`config.mk`:
```
export PLATFORM = sky130hd
export DESIGN_NAME = bidir_log_shifter
export DESIGN_NICKNAME = d
export VERILOG_FILES = /design/src/rtl/bls_pkg.sv /design/src/rtl/bls_decode.sv /design/src/rtl/bls_mux3.sv /design/src/rtl/bls_stage.sv /design/src/rtl/bidir_log_shifter.sv
export SDC_FILE = /design/constraint.sdc
export NUM_CORES = 1
export LEC_CHECK = 0
export BUFFER_PORTS_ARGS = -buffer_cell sky130_fd_sc_hd__buf_2
export CORE_AREA = 3 3 40 42
export DETAILED_ROUTE_END_ITERATION = 12
export DIE_AREA = 0 0 43 45
export GPL_ROUTABILITY_DRIVEN = 0
export GPL_TIMING_DRIVEN = 0
export PLACE_DENSITY = 0.72
export SLEW_MARGIN = 15
export SYNTH_ARGS = -nofsm -noshare
export SYNTH_HDL_FRONTEND = slang
export SYNTH_SLANG_ARGS = --single-unit
```
`constraint.sdc`:
```
create_clock -name vclk -period 2.24
set_clock_uncertainty 0.1 [all_clocks]
set_input_delay 0.448 -clock vclk [all_inputs]
set_output_delay 0.448 -clock vclk [all_outputs]
set_load 0.03 [all_outputs]
```
`src/rtl/bls_pkg.sv`:
```
package bls_pkg;

  // Per-bit source choice inside one stage
  typedef enum logic [1:0] {
    SEL_PASS = 2'b00,  // keep the bit in the same position
    SEL_LOW  = 2'b01,  // take the bit 2^i places lower (left move)
    SEL_HIGH = 2'b10   // take the bit 2^i places higher (right move)
  } bls_sel_e;

endpackage

```
`src/rtl/bls_decode.sv`:
```
module bls_decode
  import bls_pkg::*;
(
  input  logic     stage_en,
  input  logic     dir_left,
  output bls_sel_e sel
);

  // Two gates' worth of decode: enable gates the direction
  always_comb begin
    if (!stage_en)      sel = SEL_PASS;
    else if (dir_left)  sel = SEL_LOW;
    else                sel = SEL_HIGH;
  end

endmodule

```
`src/rtl/bls_mux3.sv`:
```
module bls_mux3
  import bls_pkg::*;
(
  input  bls_sel_e sel,
  input  logic     src_same,
  input  logic     src_low,
  input  logic     src_high,
  output logic     q
);

  always_comb begin
    unique case (sel)
      SEL_PASS: q = src_same;
      SEL_LOW:  q = src_low;
      SEL_HIGH: q = src_high;
      default:  q = 1'b0;
    endcase
  end

endmodule

```
`src/rtl/bls_stage.sv`:
```
module bls_stage
  import bls_pkg::*;
#(
  parameter int N    = 8,
  parameter int DIST = 1
) (
  input  logic [N-1:0] d_in,
  input  logic         stage_en,
  input  logic         dir_left,
  output logic [N-1:0] d_out
);

  bls_sel_e sel;

  bls_decode u_dec (
    .stage_en (stage_en),
    .dir_left (dir_left),
    .sel      (sel)
  );

  for (genvar j = 0; j < N; j++) begin : g_bit
    logic from_low;
    logic from_high;

    if (j >= DIST) begin : g_lo_in
      assign from_low = d_in[j-DIST];
    end else begin : g_lo_zero
      assign from_low = 1'b0;
    end

    if (j + DIST < N) begin : g_hi_in
      assign from_high = d_in[j+DIST];
    end else begin : g_hi_zero
      assign from_high = 1'b0;
    end

    bls_mux3 u_mux (
      .sel      (sel),
      .src_same (d_in[j]),
      .src_low  (from_low),
      .src_high (from_high),
      .q        (d_out[j])
    );
  end

endmodule

```
`src/rtl/bidir_log_shifter.sv`:
```
module bidir_log_shifter #(
  parameter  int N = 8,
  localparam int K = (N > 1) ? $clog2(N) : 1
) (
  input  logic [N-1:0] data_in,
  input  logic [K-1:0] shamt,
  input  logic         dir_left,
  output logic [N-1:0] data_out
);

  localparam bit WIDTH_OK = (N >= 2) && ((1 << K) == N);

  if (!WIDTH_OK) begin : g_bad_width
    $error("bidir_log_shifter: N must be a power of two and at least 2");
  end

  for (genvar i = 0; i < K; i++) begin : g_stage
    logic [N-1:0] d_in;
    logic [N-1:0] d_out;

    if (i == 0) begin : g_first
      assign d_in = data_in;
    end else begin : g_next
      assign d_in = g_stage[i-1].d_out;
    end

    bls_stage #(
      .N    (N),
      .DIST (1 << i)
    ) u_stage (
      .d_in     (d_in),
      .stage_en (shamt[i]),
      .dir_left (dir_left),
      .d_out    (d_out)
    );
  end

  assign data_out = g_stage[K-1].d_out;

endmodule

```
==> out/qor.yml <==
grt_first_pass_wirelength_mm: 2.85
rsz0062_at_grt: "true"
fmax_ghz: 0.417
io-pin-count: 20
seq_cells: 0
grt_pass1_vias: 624
dp_cells: 107
route.met2.wl_um: 845
final_cell_mix: "buf_4, mux2i_1, buf_2, buf_6"
grt.total_usage_pct: 18.0
num_antenna_cells: 0
powerDensity_nw_per_um2: 259
static-leakage-power_nw: 0.391
fp.dieH_um: 45
core_sq_um: 1280
cp_data_arrival_time_ns: 1.85
ant_nets: 0
hpwl_mm: 1.17
finalSetupViolations: 6
layout_setup_ws_ns: -0.157
stdcell_count: 106
cpPeakStageDelay_ns: 0.50
cp_cell_sequence: "buf_12 -> mux2_4 -> mux4_2 -> a311o_1 -> buf_6"
failed_checks: "negative setup slack"
cp_num_buf_inv: 2
via_count: 649
drc: 0
worstSetupStartpointType: "input port"
crit_path_top_delay_cell: "mux4_2"
syn_area_sq_um: 557
area_delta_synth_final_pct: 52.1
period_share_pct: 107
crit_type: "input port to output port"
syn_avg_cell_area_sq_um: 7.73
crit_family: "multiplexers"
dr.max_layer_used: "met4"
grt_max_degree: 11
synth_nets: 84
post-route-min-period_ns: 2.40
finalSetupTns_ns: -0.581
grt-ovfl-total: 0
nets: 105
hold_viol: 0
viasPerCell: 6.12
die_w_um: 43
route.met3.wl_um: 107
slew_viol_final: 0
firstDrtPassIters: 4
initial_core_util_pct: 43.3
synth.distinct_cells: 30
tightest_slew_ns: 0.374
wl_mm: 1.67
n_clock_buffer: 0
regArea_sq_um: 0
yosys_warnings: 0
worstPathMaxFanout: 5
maxSlewHeadroom_pct: 75.0
min_path_type: "input port to output port"
vdd_drop_max_mv: 0.131
wl_per_cell_um: 15.8
outcome: "complete, but fails checks"
cp-end-kind: "output port"
wl_met1_um: 706
drt-initial-drc-count: 19
drv_cap: 0
syn_inst: 72
rows: 13
drive_above_1_share_pct: 50.5
io_buffers: 20
antenna_found_initial: 0
synth_seq_area_share_pct: 0
finalPower_uw: 219
die-area_sq_um: 1940
utilization_pct: 65.9
crit_required_ns: 1.69
[report_power, final]
part	switching, mW	internal (mW)
logic	0.109	0.110
registers	0	0
clock network	0	0
total	0.109	0.110
[routing by layer]
metal / vias to the layer above / track usage (%)
li1: 311 / -
met1: 306 / 23.7
met2: 30 / 32.0
met3: 2 / 1.99
met4: 0 / 3.61
met5: - / 0
[synth_stat cells, types with 2 or more instances]
cell | count | area share (%)
buf_4 | 8 | 11
a211oi_1 | 2 | 2.7
a31oi_1 | 2 | 2.2
mux2i_1 | 10 | 18
nor2b_1 | 2 | 2.2
o21ai_0 | 2 | 1.8
a2111oi_0 | 3 | 4.7
o311ai_1 | 2 | 3.1
mux2_1 | 2 | 4.0
nor2_1 | 5 | 3.4
nand2b_1 | 3 | 3.4
a21oi_1 | 3 | 2.7
mux4_2 | 3 | 12
a221o_1 | 2 | 3.6
inv_1 | 5 | 3.4
clkbuf_1 | 4 | 2.7
[kinds of logic (layout without fill, tap and decap cells)]
family	Yosys count	after routing	synth area share, %
AOI/OAI and AO/OA	21	21	28.8
and+or+nand+nor	17	17	17.3
muxes	15	15	34.2
buffers and inverters	19	38	19.8
[worst min-delay path, delay by kind of cell]
kind / cells / cell delay [ns]
AOI/OAI and AO/OA: 1 / 0.19
buffers and inverters: 2 / 0.26
[final timing paths]
check	startpoint	end	slack (ns)	cells past startpoint
hold / removal	shamt[2]	data_out[1]	1.26	3
setup / recovery	dir_left	data_out[1]	-0.16	5
[what timing repair did]
action | 4_1_cts | 5_1_grt
cloned | 0 | 1
setup endpoints to repair | 8 | 8
pin swaps | 6 | 2
setup buffers | 1 | 2
gates resized for setup | 31 | 20
hold buffers | 0 | 0
[area by class of cell]
class / count / area, sq um
Inverter: 5 / 18.8
Multi-Input combinational cell: 53 / 507
Buffer: 9 / 81.3
Fill cell: 106 / 438
Timing Repair Buffer: 24 / 221
Tap cell: 15 / 18.8
[per-stage QoR]
stage	area [sq um]	hold WS (ns)	setup slack (ns)
after floorplan	561	1.08	0.0286
after global routing	847	1.27	-0.180
after CTS	767	1.25	-0.157
after global placement	679	1.38	-0.398
after detailed placement	679	1.40	-0.423
final	847	1.26	-0.157
(Power assumes the default switching activity.)
